$ cat src/rtl/root_port_pkg.sv
package root_port_pkg;
  localparam int REG_W    = 32;
  localparam int B_CONN   = 0;
  localparam int B_CCHG   = 1;
  localparam int B_EN     = 2;
  localparam int B_ECHG   = 3;
  localparam int B_OCA    = 4;
  localparam int B_OCC    = 5;
  localparam int B_RES    = 6;
  localparam int B_SUSP   = 7;
  localparam int B_PRST   = 8;
  localparam int B_LS_LO  = 10;
  localparam int LS_W     = 2;
  localparam int B_PWR    = 12;
  localparam int B_OWN    = 13;
  localparam int B_TST_LO = 16;
  localparam int TST_W    = 4;
  localparam int TST_MAX  = 5;
  localparam int N_CHG    = 3;
  localparam int CHG_CONN = 0;
  localparam int CHG_EN   = 1;
  localparam int CHG_OC   = 2;
endpackage

$ cat src/rtl/rp_chg_bits.sv
module rp_chg_bits #(
  parameter int N = 3
) (
  input  logic         clk_i,
  input  logic         rst_ni,
  input  logic [N-1:0] kill_i,
  input  logic [N-1:0] set_i,
  input  logic [N-1:0] clr_i,
  output logic [N-1:0] q_o,
  output logic [N-1:0] rise_o
);
  for (genvar i = 0; i < N; i++) begin : g_bit
    logic q_q, q_n;
    // hardware set wins over write-one-to-clear
    assign q_n       = kill_i[i] ? 1'b0 : (set_i[i] | (q_q & ~clr_i[i]));
    assign rise_o[i] = q_n & ~q_q;
    assign q_o[i]    = q_q;
    always_ff @(posedge clk_i or negedge rst_ni)
      if (!rst_ni) q_q <= 1'b0;
      else         q_q <= q_n;

    assert_chg_sticky_R1: assert property (@(posedge clk_i) disable iff (!rst_ni)
      (set_i[i] && !kill_i[i]) |=> q_o[i]);
  end
endmodule

$ cat src/rtl/rp_link.sv
module rp_link #(
  parameter int LS_W = 2
) (
  input  logic            clk_i,
  input  logic            rst_ni,
  input  logic            pwr_i,
  input  logic            wr_i,
  input  logic            wd_en_i,
  input  logic            wd_susp_i,
  input  logic            wd_res_i,
  input  logic            wd_prst_i,
  input  logic            connect_i,
  input  logic            hs_detect_i,
  input  logic            resume_jk_i,
  input  logic [LS_W-1:0] line_state_i,
  output logic            conn_o,
  output logic            conn_diff_o,
  output logic            fault_o,
  output logic            en_o,
  output logic            susp_o,
  output logic            res_o,
  output logic            prst_o,
  output logic [LS_W-1:0] ls_o,
  output logic            jk_set_o
);
  logic conn_q, en_q, susp_q, res_q, prst_q;
  logic conn_n, en_n, susp_n, res_n, prst_n;
  logic [LS_W-1:0] ls_q, ls_n;
  logic prst_rise, prst_fall, res_fall, jk;

  assign prst_rise   = wr_i & wd_prst_i & ~prst_q;
  assign prst_fall   = wr_i & ~wd_prst_i & prst_q;
  assign conn_diff_o = pwr_i & (connect_i != conn_q);
  assign fault_o     = pwr_i & en_q & ~connect_i;
  assign jk          = pwr_i & resume_jk_i & susp_q & en_q & ~res_q;

  always_comb begin
    conn_n = pwr_i & connect_i;
    ls_n   = pwr_i ? line_state_i : '0;
    prst_n = pwr_i & (wr_i ? wd_prst_i : prst_q);

    if (!pwr_i || prst_rise)    en_n = 1'b0;
    else if (prst_fall)         en_n = hs_detect_i & connect_i;
    else if (fault_o)           en_n = 1'b0;
    else if (wr_i && !wd_en_i)  en_n = 1'b0;
    else                        en_n = en_q;

    if (!pwr_i)    res_n = 1'b0;
    else if (jk)   res_n = 1'b1;
    else if (wr_i) res_n = wd_res_i;
    else           res_n = res_q;
    res_fall = res_q & ~res_n;

    if (!pwr_i || prst_rise || res_fall || !en_n) susp_n = 1'b0;
    else if (wr_i && wd_susp_i)                   susp_n = 1'b1;
    else                                          susp_n = susp_q;
  end

  always_ff @(posedge clk_i or negedge rst_ni)
    if (!rst_ni) begin
      conn_q <= 1'b0; en_q <= 1'b0; susp_q <= 1'b0;
      res_q  <= 1'b0; prst_q <= 1'b0; ls_q <= '0;
    end else begin
      conn_q <= conn_n; en_q <= en_n; susp_q <= susp_n;
      res_q  <= res_n;  prst_q <= prst_n; ls_q <= ls_n;
    end

  assign conn_o   = conn_q;
  assign en_o     = en_q;
  assign susp_o   = susp_q;
  assign res_o    = res_q;
  assign prst_o   = prst_q;
  assign ls_o     = ls_q;
  assign jk_set_o = jk;

  assert_en_from_reset_R2: assert property (@(posedge clk_i) disable iff (!rst_ni)
    $rose(en_q) |-> ($past(prst_q) && !prst_q));
  assert_susp_exit_R4: assert property (@(posedge clk_i) disable iff (!rst_ni)
    $fell(susp_q) |-> (!en_q || prst_q || ($past(res_q) && !res_q) || !$past(pwr_i)));
  assert_jk_resume_R5: assert property (@(posedge clk_i) disable iff (!rst_ni)
    jk_set_o |=> res_q);
endmodule

$ cat src/rtl/rp_owner.sv
module rp_owner (
  input  logic clk_i,
  input  logic rst_ni,
  input  logic cfg_i,
  input  logic wr_i,
  input  logic wd_own_i,
  output logic own_o
);
  logic cfg_q, own_q;
  always_ff @(posedge clk_i or negedge rst_ni)
    if (!rst_ni) begin
      cfg_q <= 1'b0;
      own_q <= 1'b1;
    end else begin
      cfg_q <= cfg_i;
      if (!cfg_i)      own_q <= 1'b1;
      else if (!cfg_q) own_q <= 1'b0;
      else if (wr_i)   own_q <= wd_own_i;
    end
  assign own_o = own_q;

  assert_own_cfg_low_R6: assert property (@(posedge clk_i) disable iff (!rst_ni)
    !cfg_i |=> own_q);
  assert_own_cfg_rise_R6: assert property (@(posedge clk_i) disable iff (!rst_ni)
    (cfg_i && !cfg_q) |=> !own_q);
endmodule

$ cat src/rtl/root_port_ctrl.sv
module root_port_ctrl
  import root_port_pkg::*;
#(
  parameter bit PWR_SWITCH = 1'b1
) (
  input  logic             clk_i,
  input  logic             rst_ni,
  input  logic             wr_en_i,
  input  logic [REG_W-1:0] wr_data_i,
  input  logic             connect_i,
  input  logic [LS_W-1:0]  line_state_i,
  input  logic             hs_detect_i,
  input  logic             over_current_i,
  input  logic             resume_jk_i,
  input  logic             cfg_flag_i,
  output logic [REG_W-1:0] port_reg_o,
  output logic             port_change_o,
  output logic             drv_reset_o,
  output logic             drv_resume_o,
  output logic             drv_suspend_o,
  output logic [TST_W-1:0] test_mode_o
);
  logic pp, oc_q, own, pcd_q;
  logic conn, conn_diff, fault, en, susp, res, prst, jk_set;
  logic [LS_W-1:0]  ls;
  logic [TST_W-1:0] tst_q, wd_tst;
  logic [N_CHG-1:0] chg_set, chg_clr, chg_kill, chg_q, chg_rise;
  logic oc_rise;

  assign oc_rise = over_current_i & ~oc_q;
  assign wd_tst  = wr_data_i[B_TST_LO +: TST_W];

  if (PWR_SWITCH) begin : g_pwr_sw
    logic pp_q;
    always_ff @(posedge clk_i or negedge rst_ni)
      if (!rst_ni)      pp_q <= 1'b0;
      else if (oc_rise) pp_q <= 1'b0;
      else if (wr_en_i) pp_q <= wr_data_i[B_PWR];
    assign pp = pp_q;
    assert_oc_cuts_power_R8: assert property (@(posedge clk_i) disable iff (!rst_ni)
      (over_current_i && !oc_q) |=> !pp_q);
  end else begin : g_pwr_fixed
    assign pp = 1'b1;
  end

  always_ff @(posedge clk_i or negedge rst_ni)
    if (!rst_ni) begin
      oc_q  <= 1'b0;
      tst_q <= '0;
      pcd_q <= 1'b0;
    end else begin
      oc_q  <= over_current_i;
      if (wr_en_i && (int'(wd_tst) <= TST_MAX)) tst_q <= wd_tst;
      pcd_q <= ~own & ((|chg_rise) | jk_set);
    end

  rp_link #(.LS_W(LS_W)) u_link (
    .clk_i, .rst_ni,
    .pwr_i        (pp),
    .wr_i         (wr_en_i),
    .wd_en_i      (wr_data_i[B_EN]),
    .wd_susp_i    (wr_data_i[B_SUSP]),
    .wd_res_i     (wr_data_i[B_RES]),
    .wd_prst_i    (wr_data_i[B_PRST]),
    .connect_i, .hs_detect_i, .resume_jk_i, .line_state_i,
    .conn_o       (conn),
    .conn_diff_o  (conn_diff),
    .fault_o      (fault),
    .en_o         (en),
    .susp_o       (susp),
    .res_o        (res),
    .prst_o       (prst),
    .ls_o         (ls),
    .jk_set_o     (jk_set)
  );

  assign chg_set[CHG_CONN]  = conn_diff;
  assign chg_set[CHG_EN]    = fault;
  assign chg_set[CHG_OC]    = over_current_i ^ oc_q;
  assign chg_clr[CHG_CONN]  = wr_en_i & wr_data_i[B_CCHG];
  assign chg_clr[CHG_EN]    = wr_en_i & wr_data_i[B_ECHG];
  assign chg_clr[CHG_OC]    = wr_en_i & wr_data_i[B_OCC];
  assign chg_kill[CHG_CONN] = ~pp;
  assign chg_kill[CHG_EN]   = ~pp;
  assign chg_kill[CHG_OC]   = 1'b0;

  rp_chg_bits #(.N(N_CHG)) u_chg (
    .clk_i, .rst_ni,
    .kill_i (chg_kill),
    .set_i  (chg_set),
    .clr_i  (chg_clr),
    .q_o    (chg_q),
    .rise_o (chg_rise)
  );

  rp_owner u_own (
    .clk_i, .rst_ni,
    .cfg_i    (cfg_flag_i),
    .wr_i     (wr_en_i),
    .wd_own_i (wr_data_i[B_OWN]),
    .own_o    (own)
  );

  always_comb begin
    port_reg_o                     = '0;
    port_reg_o[B_CONN]             = pp & conn;
    port_reg_o[B_CCHG]             = pp & chg_q[CHG_CONN];
    port_reg_o[B_EN]               = pp & en;
    port_reg_o[B_ECHG]             = pp & chg_q[CHG_EN];
    port_reg_o[B_OCA]              = oc_q;
    port_reg_o[B_OCC]              = chg_q[CHG_OC];
    port_reg_o[B_RES]              = pp & res;
    port_reg_o[B_SUSP]             = pp & susp;
    port_reg_o[B_PRST]             = pp & prst;
    port_reg_o[B_LS_LO +: LS_W]    = pp ? ls : '0;
    port_reg_o[B_PWR]              = pp;
    port_reg_o[B_OWN]              = own;
    port_reg_o[B_TST_LO +: TST_W]  = tst_q;
  end

  assign port_change_o = pcd_q;
  assign drv_reset_o   = pp & prst;
  assign drv_resume_o  = pp & res;
  assign drv_suspend_o = pp & susp;
  assign test_mode_o   = tst_q;

  logic unused_wd;
  assign unused_wd = ^{wr_data_i[REG_W-1:B_TST_LO+TST_W], wr_data_i[15:14],
                       wr_data_i[11:9], wr_data_i[B_OCA], wr_data_i[B_CONN],
                       wr_data_i[B_PWR]};

  assert_pcd_owner_R11: assert property (@(posedge clk_i) disable iff (!rst_ni)
    port_change_o |-> !$past(own));
  assert_test_reserved_R10: assert property (@(posedge clk_i) disable iff (!rst_ni)
    (wr_en_i && (int'(wd_tst) > TST_MAX)) |=> $stable(tst_q));
  assert_oc_follow_R8: assert property (@(posedge clk_i) disable iff (!rst_ni)
    1'b1 |=> (oc_q == $past(over_current_i)));
endmodule

$ cat config.mk
export PLATFORM = sky130hd
export DESIGN_NAME = root_port_ctrl
export DESIGN_NICKNAME = d
export VERILOG_FILES = /design/src/rtl/root_port_pkg.sv /design/src/rtl/rp_chg_bits.sv /design/src/rtl/rp_link.sv /design/src/rtl/rp_owner.sv /design/src/rtl/root_port_ctrl.sv
export SDC_FILE = /design/constraint.sdc
export NUM_CORES = 1
export LEC_CHECK = 0
export BUFFER_PORTS_ARGS = -buffer_cell sky130_fd_sc_hd__buf_2
export CORE_AREA = 2 2 55 57
export CTS_CLUSTER_DIAMETER = 30
export DETAILED_ROUTE_END_ITERATION = 8
export DIE_AREA = 0 0 57 59
export PLACE_DENSITY = 0.79
export SYNTH_ARGS = -nofsm -noshare
export SYNTH_HDL_FRONTEND = slang
export SYNTH_HIERARCHICAL = 1
export SYNTH_SLANG_ARGS = --single-unit
export TNS_END_PERCENT = 10
$ cat constraint.sdc
create_clock -name clk_i -period 3.7 [get_ports clk_i]
set_input_delay 0.74 -clock clk_i [delete_from_list [all_inputs] [get_ports clk_i]]
set_output_delay 0.74 -clock clk_i [all_outputs]
set_load 0.02 [all_outputs]
==> metrics list, run 1 <==
* Total number of nets in the final design: 200
- After clock tree synthesis, the clock-pin slew on the worst setup and hold paths is 0.11 ns.
* Worst r2r dst: port_change_o
* Ant diodes: 0
* Maximum level of the CTS H-tree: 1
- Yosys printed 6 warnings.
- The initial antenna violation count came to 0.
- The total overflow left after global routing is 0.
* FF-to-FF setup slack: 2.28 ns
- Hold/Removal Path Class: in2async
- After layout, the design draws a total of between 0.4 and 0.5 mW.
* Final setup violation count: 0
* Vias in the first global route: 759
- After synthesis the netlist holds a flip-flop and latch count of 19.
- Leakage power of the design: 0.723 nW
- Layout cell share with drive strength beyond 1: between 40% and 50%
* CP max stage delay: 0.66 ns
- Number of nets with antenna violations after detailed routing: 0
* Number of vias per cell: 4.33
* Sum Neg Setup Slack: 0 ns
* # rows: 19
- Highest ir drop seen on vdd: ~210 uV
* Total half-perimeter wirelength after legalization and detailed placement: 1550 um
- Maximum number of pins on one net before global-route repair: 22
- Post-route clock skew: 0.00903 ns
- In this run the deepest clock path goes through 2 buffers.
- The tool flagged a number of max-cap violations equal to 0.
- Quantity of gates resized following cts: 0
- The worst setup path is captured at an output pin.
* Req. time, crit path: between 2 and 3 ns
- Once layout is complete, the cells apart from fillers number 187.
* Ordered list of cells on the worst path: and2_1, buf_2
* Max reg flops: 4
* Worst path arrival time: 1.33 ns
- In this run, placement finished with an instance count of 183.
- TritonCTS built the clock tree.
* Share of the core filled with cells in the final layout: 47.9%
- Highest-delay cell along the critical path: dfrtp_1
- The tree built by TritonCTS fans out to 19 sinks.
- STA classifies the critical path startpoint as a flip-flop.
- Post-synthesis area per instance: 9.73 sq um
* Die width: 57 um
- Global-route wire length before repair: 3200 um
- Once the floorplan was initialized, standard cells occupied approximately 43% of the core.
- Global placer's final weighted congestion: 0.839
* Drt pass-1 iters: 4
* FF-to-FF path depth: 5
* Overall global routing resource usage: 12.3%
- Area growth from synthesis to layout: 12.1%
- The die covers 3360 sq um.
- The region available for standard cell placement spans 2710 sq um.
- First-iteration detailed-routing DRC count: 30
* RSZ-0062 raised after global routing: no
- The cell sitting at the root of the clock tree is a clkbuf_4.
* Power Density: between 300 and 400 nW/um^2
- 82 I/O pins were placed.
- Synth Instances: about 120
- The clock period could shrink to 2.07 ns.
- Kind of critical path: reg2out
- Static timing analysis puts the maximum clock frequency at 0.483 GHz.
- The count of buffers added on input and output ports is 47.
- Status: finished, final reports clean
- Share of the yosys chip area belonging to registers: 41.2%
- Unique masters post-synth: 30
- In the finished design, the share of the clock period the worst path needs comes to a little under three fifths.
* Detailed-route wire length per cell: about 10 um
* Summed instance area of the synthesized netlist: 1160 sq um
- The floorplan step set the die height to between 50 and 60 um.
- Summed over all layers, the routed wires come to between 1500 and 2000 um.
- Worst skew pair latency: 0.29 ns
- The number of hold violations in the final report was 0.
- Buffers inserted during clock tree synthesis total 3.
- The number of hold buffers added after CTS was 0.
- Largest driver fanout on the critical path: 21
* Slew Viols, Final: 0
- Via total after detailed routing: 810
- The tightest hold path in the finished design has a slack of 0.366 ns.
- Detailed-route DRC error count: 0
- The worst register-to-register path begins at g_pwr_sw.pp_q.
- Buffers added to address setup during post-CTS repair amount to 0.
==> metal layers <==
layer  GRT usage (%)  wire length, um  vias to the layer above
li1                -                -                      409
met1            14.5              870                      356
met2            21.8              891                       43
met3            2.62              180                        2
met4            4.98               14                        0
met5               0                0                        -
==> area by class of cell <==
type	count	area, sq um
Fill cell	271	1410
Multi-Input combinational cell	78	489
Sequential cell	19	477
Timing Repair Buffer	47	235
Tap cell	31	38.8
Inverter	8	30.0
Clock buffer	3	22.5
Clock inverter	1	5.00
==> cell families (layout without fill, tap and decap cells) <==
| family | after synthesis | count (layout) | share of synthesized area [%] |
|---|---|---|---|
| AOI/OAI and AO/OA | 14 | 14 | 10.2 |
| other | 1 | 17 | 0.324 |
| buffers and inverters | 38 | 59 | 21.7 |
| DFF | 19 | 19 | 41.2 |
| muxes | 5 | 5 | 4.54 |
| xor gates and xnor gates | 1 | 1 | 0.757 |
| adders and majority gates | 1 | 1 | 1.08 |
| and+or+nand+nor | 40 | 40 | 20.2 |
==> Yosys cell counts <==
master / instances / area, sq um
nand2b_2: 2 / 17.5
conb_1: 1 / 3.75
nor2b_4: 1 / 13.8
nor2b_1: 2 / 12.5
o21ai_1: 1 / 5.00
and2_2: 1 / 7.51
mux2_1: 1 / 11.3
o22a_1: 2 / 17.5
dfstp_2: 1 / 26.3
a21oi_2: 4 / 35.0
a21oi_1: 2 / 10.0
a21o_1: 1 / 7.51
nor4_1: 1 / 6.26
clkbuf_1: 1 / 3.75
mux2i_1: 3 / 30.0
a2111oi_2: 1 / 15.0
inv_1: 8 / 30.0
buf_4: 29 / 218
mux2_2: 1 / 11.3
o21ai_2: 1 / 8.76
xor2_1: 1 / 8.76
nand2_1: 5 / 18.8
nand2b_1: 4 / 25.0
nor3_1: 4 / 20.0
nor2_1: 5 / 18.8
ha_1: 1 / 12.5
a32o_2: 1 / 11.3
dfrtp_1: 18 / 450
a21boi_0: 1 / 7.51
and2_1: 15 / 93.8
==> how the worst max path moves through the flow <==
stage	from	end	slack, ns	cells after the start
final	g_pwr_sw.pp_q	port_reg_o[6]	1.63	2
after global routing	g_pwr_sw.pp_q	port_reg_o[6]	1.51	2
after CTS	g_pwr_sw.pp_q	port_reg_o[6]	1.60	2
after detailed placement	connect_i	port_change_o	1.86	7
after global placement	connect_i	port_change_o	1.86	7
after floorplan	g_pwr_sw.pp_q	port_reg_o[6]	1.84	3
==> metrics by stage <==
step,area (sq um),setup slack (ns)
floorplan,1220,1.84
global placement,1270,1.86
detailed placement,1270,1.86
CTS,1300,1.60
global route,1300,1.51
finish,1300,1.63
==> report_power, final <==
group	total (mW)	internal (mW)	switching, mW
Clock	0.104	0.0402	0.0637
Sequential	0.234	0.222	0.0123
Combinational	0.105	0.0376	0.0670
==> critical path: cells and delay by family (launching register included) <==
family,cells,cell delay (ns)
flops,1,0.66
simple gates,1,0.22
buf+inv,1,0.16
==> layout by cell type, fill, tap and decap left out <==
master,Yosys,layout
dfstp_2,1,1
o21ai_1,1,1
buf_2,0,47
nand2_1,5,5
nor4_1,1,1
a32o_2,1,1
nor2b_1,2,2
a2111oi_2,1,1
mux2_1,1,1
a21boi_0,1,1
ha_1,1,1
nor2b_4,1,1
nor2_1,5,5
o21ai_2,1,1
mux2_2,1,1
inv_1,8,8
dfrtp_1,18,18
clkinv_2,0,1
o22a_1,2,2
a21oi_2,4,4
and2_1,15,15
nand2b_2,2,2
nand2b_1,4,4
clkbuf_4,0,3
conb_1,1,17
a21oi_1,2,2
nor3_1,4,4
a21o_1,1,1
mux2i_1,3,3
and2_2,1,1
xor2_1,1,1
(Power assumes the default switching activity.)
==> run 2: changes to the inputs <==
- CORE_AREA: 2 2 55 57 -> 2 2 59 61
- DIE_AREA: 0 0 57 59 -> 0 0 61 63
- PLACE_DENSITY: 0.79 -> 0.72
- clock period: 3.7 -> 1.8 ns (I/O delays scaled with it)
==> run 2 against run 1 <==
- largest power group unchanged
- largest cell class unchanged
- clock-buffer cell count up 1
- highest routed layer unchanged
- register-to-register slack worse by 1.9 ns
- sequential power grew 110%
- clock skew is 0.0030 ns lower
- via count up 1.4%
- final cell count up 8.6%
==> metrics list, run 2 (synthesis gave the netlist of run 1 again) <==
* Detailed-route wire length: 1950 um (-0.61%)
- Top metal layer carrying routed signals: met4
- Max reg flops: 4 (unchanged)
* Die width: 61 um (+7.0%)
* Layout Cell Area excl Fill: 1330 sq um (+2.2%)
- The reg-to-reg setup timing slack is 0.42 ns (-1.86 ns).
- # rows: 21 (+2)
- The deepest clock path buffer count was 2 (unchanged).
- Via total after detailed routing: 821 (+1.4%)
* Top-Level Pins: 82 (unchanged)
- The summed negative setup slack over all endpoints is 0 ns (unchanged).
- The violation count after the first detailed-route iteration is 31 (+3.3%).
* Clock tree sinks: 19 (unchanged)
* Maximum frequency from static timing analysis: 0.644 GHz
- Detailed-route wire length per cell: 9.59 um (-8.4%)
- The total clock buffers created by CTS is 3 (unchanged).
* Maximum number of pins on one net before global-route repair: 22 (unchanged)
- Maximum level of the CTS H-tree: 1 (unchanged)
- The detailed-routing iteration count for the pre-antenna-repair pass was 3 (-1).
- Vias in the first global route: 720 (-5.1%)
- The length in cells of the worst reg-to-reg path was 6 (+1).
- RSZ-0062 raised after global routing: no
- Clock tree from TritonCTS: built
- The vias per cell came to 4.04 (-6.6%).
* Clock-pin slew reported for the worst setup and hold paths after clock tree synthesis: 0.11 ns (about the same)
* Final Hold Fails: 0 (unchanged)
- The initial antenna violation count is 0 (unchanged).
- The die area is 3840 sq um (+14%).
- The remaining number of nets flagged by the antenna check after routing was 0 (unchanged).
- Most common cell after layout, fill and taps aside: buf_2
- Total half-perimeter wirelength after legalization and detailed placement: 1520 um (-1.7%)
* Final setup violation count: 0 (unchanged)
* Hold/Removal Path Class: in2reg
- CTS placed an instance of clkbuf_4 at the clock tree root.
- The core box area came to 3230 sq um (+19%).
- Area growth from synthesis to layout: 14.6%
* Worst reg2reg path startpoint: g_pwr_sw.pp_q
* Post-route clock skew: 0.00605 ns (-0.00298 ns)
- Filler instances: 349 (+29%)
- The overall global routing resource usage is 10.4% (-1.9 points).
- The peak fanout along the critical path came to 21 (unchanged).
* Met2 wire length: 914 um (+2.6%)
* Endpoint of the worst hold path: u_own/cfg_q
- Post-layout minimum cycle time: roughly 1.6 ns
- The flow ran to the end, and the final reports show no timing, DRC or antenna violations.
* Endpoint type of the worst setup path: output pin
- Layout cell share with drive strength beyond 1: 40.8% (-0.26 points)
* Worst skew pair latency: 0.30 ns (about the same)
* Total routed wire length on the met1 layer: 886 um (+1.8%)
* Ant diodes: 0 (unchanged)
- Detailed-route DRC error count: 0 (unchanged)
- The data arrival time of the critical path came to 1.19 ns (-0.14 ns).
* Highest ir drop seen on vdd: 211 uV (-0.91%)
* Placed instance area: 1290 sq um (+1.5%)
* Commonest non-fill, non-tap cells in the layout: 47 x buf_2, 17 x conb_1, 17 x dfrtp_1
- The count of buffers from port buffering is 47 (unchanged).
- The final count of pins violating max slew is 0 (unchanged).
* Leakage power of the design: 0.723 nW (about the same)
- Post-route clock period utilization: roughly 86%
* Final-layout worst hold slack: 0.181 ns (-0.185 ns)
- Min-Delay Startpoint: cfg_flag_i
- The overall overflow remaining after global route was 0 (unchanged).
- Startpoint class of the critical path: flip-flop
- Total number of nets in the final design: 201 (+0.50%)
* Kind of critical path: reg2out
- The required arrival time at the worst endpoint is 1.44 ns (-1.52 ns).
- Global placer's final weighted congestion: 0.704 (-16%)
- Die Y: 63 um (+6.8%)
- The total met3 wirelength after detailed routing is 108 um (-40%).
- The first-pass GRT wire length was 2990 um (-6.7%).
- The cell area power density was 690 nW/um^2 (+100%).
- Beginning of the critical path: g_pwr_sw.pp_q
- Along the worst hold path, the cell count comes to 1.
- Starting Density: 35.8% (-6.9 points)
* Worst r2r dst: port_change_o
- The total of max-cap violations was 0 (unchanged).
==> run 2: final cells by class <==
class	instances	area (sq um)	share of cell area, %
well taps	46	57.6	4.34
repair buffers	48	245	18.5
multi-input cells	78	489	36.9
flip-flops and latches	19	478	36.0
clock buffers	4	26.3	1.98
inverters	8	30.0	2.26
==> run 2: report_power, final <==
part | switching, mW | internal (mW) | leakage [nW]
logic | 0.137 | 0.0788 | 0.464
clock network | 0.132 | 0.0864 | 0.0150
registers | 0.0244 | 0.456 | 0.244
==> run 2: per-layer routing <==
metal / GRT usage, % / up-vias
met1: 13.0 / 372
li1: - / 409
met5: 0 / -
met4: 5.71 / 0
met3: 1.86 / 5
met2: 16.4 / 35
==> run 2: worst max path at each step <==
| stage | end | slack [ns] | cells after the start |
|---|---|---|---|
| floorplan | port_reg_o[6] | 0.32 | 3 |
| global placement | port_change_o | 0.35 | 7 |
| detailed placement | port_change_o | 0.33 | 7 |
| CTS | port_reg_o[6] | 0.09 | 2 |
| global route | drv_suspend_o | 0.15 | 2 |
| finish | drv_resume_o | 0.25 | 2 |
==> run 2: repair_timing <==
action / CTS / global route
resized for setup: 0 / 1
hold buffers: 1 / 0
setup endpoints to repair: 0 / 6
buffers inserted: 0 / 0
endpoints found under the hold margin: 18 / 0
==> run 2: critical path, stage by stage (launching register included) <==
cell,delay [ns]
dfrtp_2,0.55
and2_1,0.18
buf_2,0.16
==> run 2: through the flow <==
step | util (%) | worst slack, ns | power [mW] | cells
floorplan | - | 0.319 | 0.676 | 135
global placement | 39.9 | 0.347 | 0.704 | 198
detailed placement | 39.9 | 0.334 | 0.706 | 198
CTS | 41.0 | 0.0913 | 0.927 | 203
global route | 41.0 | 0.151 | 0.972 | 203
finish | 41.0 | 0.247 | 0.915 | 203
